--- config.mk ---
export PLATFORM = sky130hd
export DESIGN_NAME = ep_fifo_mapper
export DESIGN_NICKNAME = d
export VERILOG_FILES = /design/src/rtl/ep_map_pkg.sv /design/src/rtl/ep_cfg_regs.sv /design/src/rtl/ep_buf_state.sv /design/src/rtl/ep_share_guard.sv /design/src/rtl/ep_fifo_mapper.sv
export SDC_FILE = /design/constraint.sdc
export NUM_CORES = 2
export LEC_CHECK = 0
export ABC_AREA = 1
export BUFFER_PORTS_ARGS = -buffer_cell sky130_fd_sc_hd__buf_4
export CAP_MARGIN = 30
export CORE_AREA = 2 2 336 338
export CTS_CLUSTER_SIZE = 14
export DETAILED_ROUTE_END_ITERATION = 12
export DIE_AREA = 0 0 338 340
export PLACE_DENSITY_LB_ADDON = 0.08
export SYNTH_ARGS = -nofsm -noshare
export SYNTH_HDL_FRONTEND = slang
export SYNTH_SLANG_ARGS = --single-unit
--- constraint.sdc ---
create_clock -name clk_i -period 8.5 [get_ports clk_i]
set_clock_uncertainty 0.05 [all_clocks]
set_input_delay 1.7 -clock clk_i [delete_from_list [all_inputs] [get_ports clk_i]]
set_output_delay 1.7 -clock clk_i [all_outputs]
set_load 0.01 [all_outputs]
--- src/rtl/ep_map_pkg.sv ---
package ep_map_pkg;
  typedef enum logic [1:0] {
    OP_BYTE  = 2'd0,
    OP_START = 2'd1,
    OP_DONE  = 2'd2,
    OP_IDLE  = 2'd3
  } acc_op_e;

  localparam int unsigned EP0_BYTES = 64;
  localparam int unsigned MIN_BYTES = 8;
endpackage

--- src/rtl/ep_cfg_regs.sv ---
module ep_cfg_regs
  import ep_map_pkg::*;
#(
  parameter int unsigned EP_CNT = 16,
  parameter int unsigned RAM_AW = 13,
  parameter int unsigned MPS_W  = 11,
  localparam int unsigned EPW   = $clog2(EP_CNT),
  localparam int unsigned SLOTS = 2 * EP_CNT,
  localparam int unsigned SLW   = $clog2(SLOTS),
  localparam int unsigned SUW   = RAM_AW - 3
) (
  input  logic             clk_i,
  input  logic             rst_ni,
  input  logic             wr_i,
  input  logic [EPW-1:0]   wr_ep_i,
  input  logic             wr_dir_i,
  input  logic             wr_en_i,
  input  logic [SUW-1:0]   wr_start_i,
  input  logic [MPS_W-1:0] wr_mps_i,
  input  logic             wr_dbl_i,
  input  logic             wr_share_i,
  input  logic [EPW-1:0]   rd_ep_i,
  input  logic             rd_dir_i,
  output logic [SLW-1:0]   rd_slot_o,
  output logic             rd_ok_o,
  output logic [RAM_AW-1:0] rd_base_o,
  output logic [MPS_W-1:0] rd_mps_o,
  output logic             rd_dbl_o,
  output logic             rd_share_o,
  output logic             err_o
);
  localparam int unsigned EW = RAM_AW + MPS_W + 2;
  localparam logic [EW-1:0] RAM_LIM = EW'(1) << RAM_AW;
  localparam logic [SUW-1:0] EP0_UNITS = SUW'(EP0_BYTES / 8);

  logic             en_q    [SLOTS];
  logic [SUW-1:0]   start_q [SLOTS];
  logic [MPS_W-1:0] mps_q   [SLOTS];
  logic             dbl_q   [SLOTS];
  logic             err_q   [SLOTS];
  logic             share_q [EP_CNT];

  logic [SLW-1:0] wr_slot;
  logic [EW-1:0]  wr_size, wr_end;
  logic           wr_bad;

  assign wr_slot = {wr_ep_i, wr_dir_i};
  assign wr_size = wr_dbl_i ? (EW'(wr_mps_i) << 1) : EW'(wr_mps_i);
  assign wr_end  = (EW'(wr_start_i) << 3) + wr_size;
  assign wr_bad  = wr_en_i && ((wr_mps_i < MPS_W'(MIN_BYTES)) ||
                               (wr_start_i < EP0_UNITS) || (wr_end > RAM_LIM));

  always_ff @(posedge clk_i or negedge rst_ni) begin
    if (!rst_ni) begin
      for (int s = 0; s < int'(SLOTS); s++) begin
        en_q[s]    <= 1'b0;
        start_q[s] <= '0;
        mps_q[s]   <= '0;
        dbl_q[s]   <= 1'b0;
        err_q[s]   <= 1'b0;
      end
      for (int e = 0; e < int'(EP_CNT); e++) share_q[e] <= 1'b0;
    end else if (wr_i && (wr_ep_i != '0)) begin
      en_q[wr_slot]    <= wr_en_i;
      start_q[wr_slot] <= wr_start_i;
      mps_q[wr_slot]   <= wr_mps_i;
      dbl_q[wr_slot]   <= wr_dbl_i;
      err_q[wr_slot]   <= wr_bad;
      share_q[wr_ep_i] <= wr_share_i;
    end
  end

  logic ep0;
  assign ep0 = (rd_ep_i == '0);

  always_comb begin
    rd_share_o = ep0 ? 1'b1 : share_q[rd_ep_i];
    rd_slot_o  = rd_share_o ? {rd_ep_i, 1'b0} : {rd_ep_i, rd_dir_i};
    if (ep0) begin
      rd_ok_o   = 1'b1;
      rd_base_o = '0;
      rd_mps_o  = MPS_W'(EP0_BYTES);
      rd_dbl_o  = 1'b0;
    end else begin
      rd_ok_o   = en_q[rd_slot_o] && !err_q[rd_slot_o];
      rd_base_o = RAM_AW'(start_q[rd_slot_o]) << 3;
      rd_mps_o  = mps_q[rd_slot_o];
      rd_dbl_o  = dbl_q[rd_slot_o];
    end
  end

  always_comb begin
    err_o = 1'b0;
    for (int s = 0; s < int'(SLOTS); s++) err_o = err_o | (en_q[s] & err_q[s]);
  end


  ep0_fixed_chk: assert property (@(posedge clk_i) disable iff (!rst_ni)
    (rd_ep_i == '0) |-> (rd_base_o == '0 && rd_ok_o && !rd_dbl_o));
endmodule

--- src/rtl/ep_buf_state.sv ---
module ep_buf_state
  import ep_map_pkg::*;
#(
  parameter int unsigned SLOTS = 32,
  parameter int unsigned MPS_W = 11,
  localparam int unsigned SLW  = $clog2(SLOTS)
) (
  input  logic             clk_i,
  input  logic             rst_ni,
  input  logic [SLW-1:0]   slot_i,
  input  logic [MPS_W-1:0] mps_i,
  input  logic             dbl_i,
  input  acc_op_e          op_i,
  input  logic             wr_i,
  input  logic             go_i,
  input  logic             clr_i,
  input  logic [SLW-1:0]   clr_slot_i,
  output logic [MPS_W-1:0] ptr_o,
  output logic             half_o,
  output logic             full_wr_o,
  output logic             full_rd_o
);
  logic [MPS_W-1:0] ptr_q   [SLOTS];
  logic             whalf_q [SLOTS];
  logic             rhalf_q [SLOTS];
  logic [1:0]       full_q  [SLOTS];

  logic [MPS_W-1:0] ptr_nxt;
  logic             step;

  assign ptr_o     = ptr_q[slot_i];
  assign half_o    = wr_i ? whalf_q[slot_i] : rhalf_q[slot_i];
  assign full_wr_o = full_q[slot_i][whalf_q[slot_i]];
  assign full_rd_o = full_q[slot_i][rhalf_q[slot_i]];
  assign ptr_nxt   = (ptr_o == mps_i - MPS_W'(1)) ? '0 : ptr_o + MPS_W'(1);
  assign step      = !(wr_i && full_wr_o);

  for (genvar s = 0; s < int'(SLOTS); s++) begin : g_slot
    logic sel, wipe;
    assign sel  = go_i && (slot_i == SLW'(s));
    assign wipe = clr_i && (clr_slot_i == SLW'(s));

    always_ff @(posedge clk_i or negedge rst_ni) begin
      if (!rst_ni) begin
        ptr_q[s]   <= '0;
        whalf_q[s] <= 1'b0;
        rhalf_q[s] <= 1'b0;
        full_q[s]  <= 2'b00;
      end else if (wipe) begin
        ptr_q[s]   <= '0;
        whalf_q[s] <= 1'b0;
        rhalf_q[s] <= 1'b0;
        full_q[s]  <= 2'b00;
      end else if (sel) begin
        unique case (op_i)
          OP_BYTE:  if (step) ptr_q[s] <= ptr_nxt;
          OP_START: ptr_q[s] <= '0;
          OP_DONE: begin
            ptr_q[s] <= '0;
            if (wr_i) begin
              full_q[s][whalf_q[s]] <= 1'b1;
              if (dbl_i) whalf_q[s] <= !whalf_q[s];
            end else begin
              full_q[s][rhalf_q[s]] <= 1'b0;
              if (dbl_i) rhalf_q[s] <= !rhalf_q[s];
            end
          end
          default: ;
        endcase
      end
    end


    start_clr_chk: assert property (@(posedge clk_i) disable iff (!rst_ni)
      (sel && !wipe && op_i == OP_START) |=> (ptr_q[s] == '0));

    done_fill_chk: assert property (@(posedge clk_i) disable iff (!rst_ni)
      (sel && !wipe && op_i == OP_DONE && wr_i) |=> (full_q[s] != 2'b00));

    single_half_chk: assert property (@(posedge clk_i) disable iff (!rst_ni)
      (sel && !wipe && !dbl_i && !whalf_q[s] && !rhalf_q[s]) |=> (!whalf_q[s] && !rhalf_q[s]));
  end
endmodule

--- src/rtl/ep_share_guard.sv ---
module ep_share_guard
  import ep_map_pkg::*;
#(
  parameter int unsigned EP_CNT = 16,
  localparam int unsigned EPW  = $clog2(EP_CNT)
) (
  input  logic           clk_i,
  input  logic           rst_ni,
  input  logic           valid_i,
  input  logic [EPW-1:0] ep_i,
  input  logic           dir_i,
  input  acc_op_e        op_i,
  input  logic           share_i,
  output logic           block_o,
  output logic           conflict_o
);
  logic busy_q  [EP_CNT];
  logic owner_q [EP_CNT];
  logic conflict_q;

  assign block_o    = valid_i && share_i && busy_q[ep_i] && (owner_q[ep_i] != dir_i);
  assign conflict_o = conflict_q;

  always_ff @(posedge clk_i or negedge rst_ni) begin
    if (!rst_ni) begin
      for (int e = 0; e < int'(EP_CNT); e++) begin
        busy_q[e]  <= 1'b0;
        owner_q[e] <= 1'b0;
      end
      conflict_q <= 1'b0;
    end else if (block_o) begin
      conflict_q <= 1'b1;
    end else if (valid_i && share_i) begin
      if (op_i == OP_START) begin
        busy_q[ep_i]  <= 1'b1;
        owner_q[ep_i] <= dir_i;
      end else if (op_i == OP_DONE) begin
        busy_q[ep_i] <= 1'b0;
      end
    end
  end


  conflict_sticky_chk: assert property (@(posedge clk_i) disable iff (!rst_ni)
    conflict_o |=> conflict_o);

  for (genvar e = 0; e < int'(EP_CNT); e++) begin : g_ep

    owner_hold_chk: assert property (@(posedge clk_i) disable iff (!rst_ni)
      (block_o && ep_i == EPW'(e)) |=> (busy_q[e] && owner_q[e] == $past(owner_q[e])));
  end
endmodule

--- src/rtl/ep_fifo_mapper.sv ---
module ep_fifo_mapper
  import ep_map_pkg::*;
#(
  parameter int unsigned EP_CNT = 16,
  parameter int unsigned RAM_AW = 13,
  parameter int unsigned MPS_W  = 11,
  localparam int unsigned EPW   = $clog2(EP_CNT),
  localparam int unsigned SLOTS = 2 * EP_CNT,
  localparam int unsigned SLW   = $clog2(SLOTS),
  localparam int unsigned SUW   = RAM_AW - 3
) (
  input  logic              clk_i,
  input  logic              rst_ni,
  input  logic              cfg_we_i,
  input  logic [EPW-1:0]    cfg_ep_i,
  input  logic              cfg_dir_i,
  input  logic              cfg_en_i,
  input  logic [SUW-1:0]    cfg_start_i,
  input  logic [MPS_W-1:0]  cfg_mps_i,
  input  logic              cfg_dbl_i,
  input  logic              cfg_share_i,
  input  logic              acc_valid_i,
  input  logic [EPW-1:0]    acc_ep_i,
  input  logic              acc_dir_i,
  input  logic [1:0]        acc_op_i,
  input  logic              acc_wr_i,
  output logic [RAM_AW-1:0] ram_addr_o,
  output logic              ram_we_o,
  output logic              buf_full_o,
  output logic              buf_empty_o,
  output logic              cfg_err_o,
  output logic              conflict_o
);
  acc_op_e          op;
  logic [SLW-1:0]   slot;
  logic             ok, dbl, share, block, go, half, full_wr, full_rd;
  logic [RAM_AW-1:0] base;
  logic [MPS_W-1:0] mps, ptr;

  assign op = acc_op_e'(acc_op_i);

  ep_cfg_regs #(.EP_CNT(EP_CNT), .RAM_AW(RAM_AW), .MPS_W(MPS_W)) u_cfg (
    .clk_i, .rst_ni,
    .wr_i(cfg_we_i), .wr_ep_i(cfg_ep_i), .wr_dir_i(cfg_dir_i), .wr_en_i(cfg_en_i),
    .wr_start_i(cfg_start_i), .wr_mps_i(cfg_mps_i), .wr_dbl_i(cfg_dbl_i),
    .wr_share_i(cfg_share_i), .rd_ep_i(acc_ep_i), .rd_dir_i(acc_dir_i),
    .rd_slot_o(slot), .rd_ok_o(ok), .rd_base_o(base), .rd_mps_o(mps),
    .rd_dbl_o(dbl), .rd_share_o(share), .err_o(cfg_err_o)
  );

  ep_share_guard #(.EP_CNT(EP_CNT)) u_guard (
    .clk_i, .rst_ni,
    .valid_i(acc_valid_i && ok), .ep_i(acc_ep_i), .dir_i(acc_dir_i), .op_i(op),
    .share_i(share), .block_o(block), .conflict_o(conflict_o)
  );

  assign go = acc_valid_i && ok && !block;

  ep_buf_state #(.SLOTS(SLOTS), .MPS_W(MPS_W)) u_buf (
    .clk_i, .rst_ni,
    .slot_i(slot), .mps_i(mps), .dbl_i(dbl), .op_i(op), .wr_i(acc_wr_i), .go_i(go),
    .clr_i(cfg_we_i && cfg_ep_i != '0), .clr_slot_i({cfg_ep_i, cfg_dir_i}),
    .ptr_o(ptr), .half_o(half), .full_wr_o(full_wr), .full_rd_o(full_rd)
  );

  assign ram_addr_o  = base + (half ? RAM_AW'(mps) : '0) + RAM_AW'(ptr);
  assign ram_we_o    = go && (op == OP_BYTE) && acc_wr_i && !full_wr;
  assign buf_full_o  = full_wr;
  assign buf_empty_o = !full_rd;


  ep0_range_chk: assert property (@(posedge clk_i) disable iff (!rst_ni)
    (acc_valid_i && acc_ep_i == '0) |-> (ram_addr_o < RAM_AW'(EP0_BYTES)));

  no_full_write_chk: assert property (@(posedge clk_i) disable iff (!rst_ni)
    ram_we_o |-> !buf_full_o);
endmodule

==> results.py <==
metrics = {
    "sta": {
        "max_slew_margin_pct": 26.4,
        "worst_margin_slew_ps": 1100,
        "period_share_pct": 101,
        "grt_setup_unrepaired": "true",
        "finalMaxSlewViolations": 0,
        "hold_viol": 0,
        "worst_slack_ps": -68.6,
        "finalWorstPathRequiredPeriod_ps": 8570,
        "setup_violations": 1,
        "maxClockFrequency_mhz": 117,
        "setup_tns_ps": -68.6,
    },
    "yosys": {
        "yosysTopAreaCellShare_pct": 50.5,
        "synth_edf_count": 0,
        "syn-cell-area_um2": 64200,
        "synth_top_cells_by_count": "nand2_1 (2896), dfrtp_1 (1296), o21ai_0 (1115)",
        "ys_ff_latch": 1296,
        "synth.net_count": 8369,
        "synth-async-reset-ratio_pct": 100,
        "post_syn_area_per_cell_um2": 7.74,
        "ys_top_cells_by_area": "dfrtp_1 (51%), nand2_1 (17%), o21ai_0 (8.7%)",
        "yosys.area.top_type": "dfrtp_1",
        "synth_top_flop_cell": "dfrtp_1",
        "most_common_cell_in_the_synthesized_netlist": "nand2_1",
        "yosysSeqAreaShare_pct": 50.5,
        "synth.lib_cells_used.distinct": 57,
        "post_synthesis_cell_count": 8289,
        "yosys_warnings": 0,
    },
    "layout": {
        "num-fill-cells": 9577,
        "flow.area_growth_from_synthesis_pct": 12.6,
        "area.sequential_um2": 32400,
        "layout.nets": 8287,
        "layout-drive-gt1-share_pct": 10.4,
        "multi_input_area_um2": 27400,
    },
    "setup_path": {
        "timing.critical_path.max_delay_family": "compound AO/OA/AOI/OAI gates",
        "rr_startpoint": "u_cfg.share_q[7]$_DFFE_PN0P_",
        "ff2ff_path_depth": 26,
        "crit-reg2reg-capture": "u_buf.ptr_q[299]$_DFFE_PN0P_",
        "sort_of_element_at_the_end_of_the_critical_path": "output port",
        "critical_path_arrival_ps": 6820,
        "criticalPathCategory": "in -> out",
        "path_buf_inv": 10,
        "reg2reg_setup_slack_ps": 2530,
        "slowest_stage": "fa_2",
        "max_stage_delay_on_crit_path_ps": 400,
        "cp_data_required_time_ps": 6750,
        "timing.critical_path.mode_cell": "nand2_1",
        "worstPathMaxFanout": 12,
        "start_kind": "primary input",
    },
    "pwr": {
        "netSwitchingPower_mw": 5.18,
        "ir_worst_vdd_uv": 214,
        "total_leakage_power_nw": 36.3,
        "p_int_mw": 12.0,
        "comb_power_share_pct": 18.9,
        "pwr-share-seq_pct": 43.4,
        "finalPower_mw": 17.2,
        "power_per_cell_area_nw_per_um2": 238,
        "power.switching_fraction_pct": 30.1,
        "p_clk_share_pct": 37.8,
    },
    "hold_path": {
        "min_delay_src": "u_cfg.mps_q[332]$_DFFE_PN0P_",
        "min_delay_worst_endpoint": "u_cfg.mps_q[332]$_DFFE_PN0P_",
        "hold_class": "reg -> reg",
        "min_delay_path_depth": 0,
    },
    "placed_design": {
        "place_hpwl_mm": 147,
        "gp_routability_congestion": 0.964,
        "io_buffer_count": 58,
    },
    "status": {
        "run_status": "complete, but fails checks",
        "failed_checks": "negative setup slack",
    },
    "grt": {
        "antenna_found_initial": 9,
        "grt_util_all_layers_pct": 40.7,
        "maximum_number_of_pins_on_one_net_before_global_route_repair": 165,
        "grt_first_pass_wirelength_mm": 352,
        "grt_remaining_overflow": 0,
        "grt_pass1_vias": 55800,
    },
    "clock_tree": {
        "clkSlewWorstSetupHoldPaths_ps": 60,
        "cts_max_level": 4,
        "count_of_clock_tree_sinks": 1296,
        "clock_path_buffers": 3,
        "clock_insertion_delay_worst_skew_ps": 760,
        "holdBufCountCts": 0,
        "tritoncts.num_buffers": 142,
        "clockRootBuffer": "clkbuf_16",
        "cts_tree": "built",
    },
    "routing": {
        "ant_nets": 0,
        "vias_per_cell": 6.14,
        "num_vias": 60300,
        "dr.first_iter.drc_count": 8632,
        "drc_errors": 0,
        "first_pass_iters": 8,
        "route.final.wire_length_mm": 236,
        "avgRoutedWirePerCell_um": 24.0,
    },
    "floorplan": {
        "design.portCount": 59,
        "effective_utilization_at_floorplan_pct": 57.5,
        "fp-row-count": 123,
        "floorplan.die_area_um2": 115000,
        "die-width_um": 338,
        "core_area_um2": 112000,
        "die_y_um": 340,
    },
    "job": {
        "max_cap_violations": 0,
    },
}
==> per-layer routing <==
layer	GRT usage, %	vias up	wire (um)
met5	0	-	75
met4	18.4	12	12500
met3	10.5	739	29100
met2	58.3	3758	98700
met1	58.1	28900	95700
li1	-	26900	-
==> power groups by stage <==
stage / sequential [mW] / clock, mW / combinational, mW
2_1_floorplan: 7.40 / 0 / 1.91
3_3_place_gp: 7.52 / 0 / 3.03
3_5_place_dp: 7.54 / 0 / 3.10
4_1_cts: 7.44 / 6.53 / 3.13
5_1_grt: 7.54 / 6.79 / 3.60
6_report: 7.46 / 6.50 / 3.25
==> layout make-up <==
cell class	instances	area share, %
Clock buffer	216	5.97
Inverter	453	2.37
Timing Repair Buffer	456	5.49
Multi-Input combinational cell	5858	37.9
Sequential cell	1296	44.9
Clock inverter	41	0.833
Tap cell	1500	2.60
Antenna cell	1	0.00346
==> sequential cells by signal, indices dropped and copies added (netlist names), named ones only <==
signal              count
u_cfg.en_q             32
u_buf.whalf_q          32
u_guard.owner_q        16
u_cfg.start_q         320
u_buf.ptr_q           352
u_cfg.share_q          15
u_cfg.err_q            32
u_guard.conflict_o      1
u_cfg.mps_q           352
u_buf.rhalf_q          32
u_cfg.dbl_q            32
u_buf.full_q           64
==> cell usage in the layout (no fill, tap or decap), types with 7 or more instances in the layout <==
| cell type | instances |
|---|---|
| clkbuf_16 | 150 |
| inv_1 | 412 |
| a22oi_1 | 94 |
| nand3b_1 | 64 |
| nor2_1 | 338 |
| nand2_1 | 2887 |
| clkinv_1 | 10 |
| o21ai_1 | 93 |
| nor2_2 | 35 |
| or2_2 | 39 |
| clkbuf_1 | 29 |
| buf_4 | 406 |
| ha_1 | 27 |
| nand2_2 | 12 |
| buf_12 | 26 |
| nand2_8 | 8 |
| o22ai_1 | 258 |
| inv_2 | 27 |
| clkinv_2 | 17 |
| bufinv_16 | 11 |
| buf_6 | 13 |
| a21oi_1 | 83 |
| fa_1 | 9 |
| nor3_1 | 49 |
| xor2_1 | 13 |
| o21ai_0 | 1103 |
| a41oi_1 | 16 |
| clkbuf_8 | 42 |
| o211ai_1 | 7 |
| a31oi_1 | 44 |
| nor3_2 | 9 |
| dfrtp_1 | 1296 |
| nor2_4 | 9 |
| nand4_1 | 45 |
| nand3_1 | 528 |
==> logic make-up (layout without fill, tap and decap cells) <==
family	Yosys count	count (layout)	synth area share, %
XOR/XNOR	17	17	0.232
adder cells (fa/ha/maj)	39	39	0.878
flip-flops	1296	1296	50.5
buffers and inverters	1140	1166	7.50
AND/OR/NAND/NOR	4044	4049	25.8
AO/OA/AOI/OAI	1753	1753	15.0
other	0	1	0
==> what timing repair did <==
action | CTS | global route
buffers inserted | 1 | 9
setup endpoints to repair | 4 | 4
pin swaps | 4 | 28
gates cloned | 2 | 8
hold endpoints to repair | 0 | 0
resized for setup | 24 | 50
==> worst max-delay path by stage <==
stage | slack [ps] | cells past startpoint | startpoint | end
after floorplan | 2 | 34 | acc_ep_i[1] | ram_addr_o[11]
after global placement | -410 | 38 | acc_ep_i[0] | ram_addr_o[11]
after detailed placement | -350 | 39 | acc_ep_i[0] | ram_addr_o[11]
after CTS | 7 | 38 | acc_ep_i[1] | ram_addr_o[11]
after global routing | -340 | 38 | acc_ep_i[0] | ram_addr_o[11]
final | -70 | 38 | acc_ep_i[0] | ram_addr_o[11]
==> stage by stage <==
| stage | hold WS [ps] | instances | util (%) | setup WS (ps) | instance area (um^2) |
|---|---|---|---|---|---|
| floorplan | 370 | 8289 | - | 1.95 | 64200 |
| global placement | 307 | 9537 | 59.8 | -414 | 66700 |
| detailed placement | 308 | 9543 | 59.9 | -345 | 66800 |
| CTS | 324 | 9803 | 64.4 | 6.52 | 71800 |
| global route | 330 | 9821 | 64.8 | -336 | 72300 |
| finish | 319 | 9821 | 64.8 | -68.6 | 72300 |
Power figures use the tool's default switching activity.
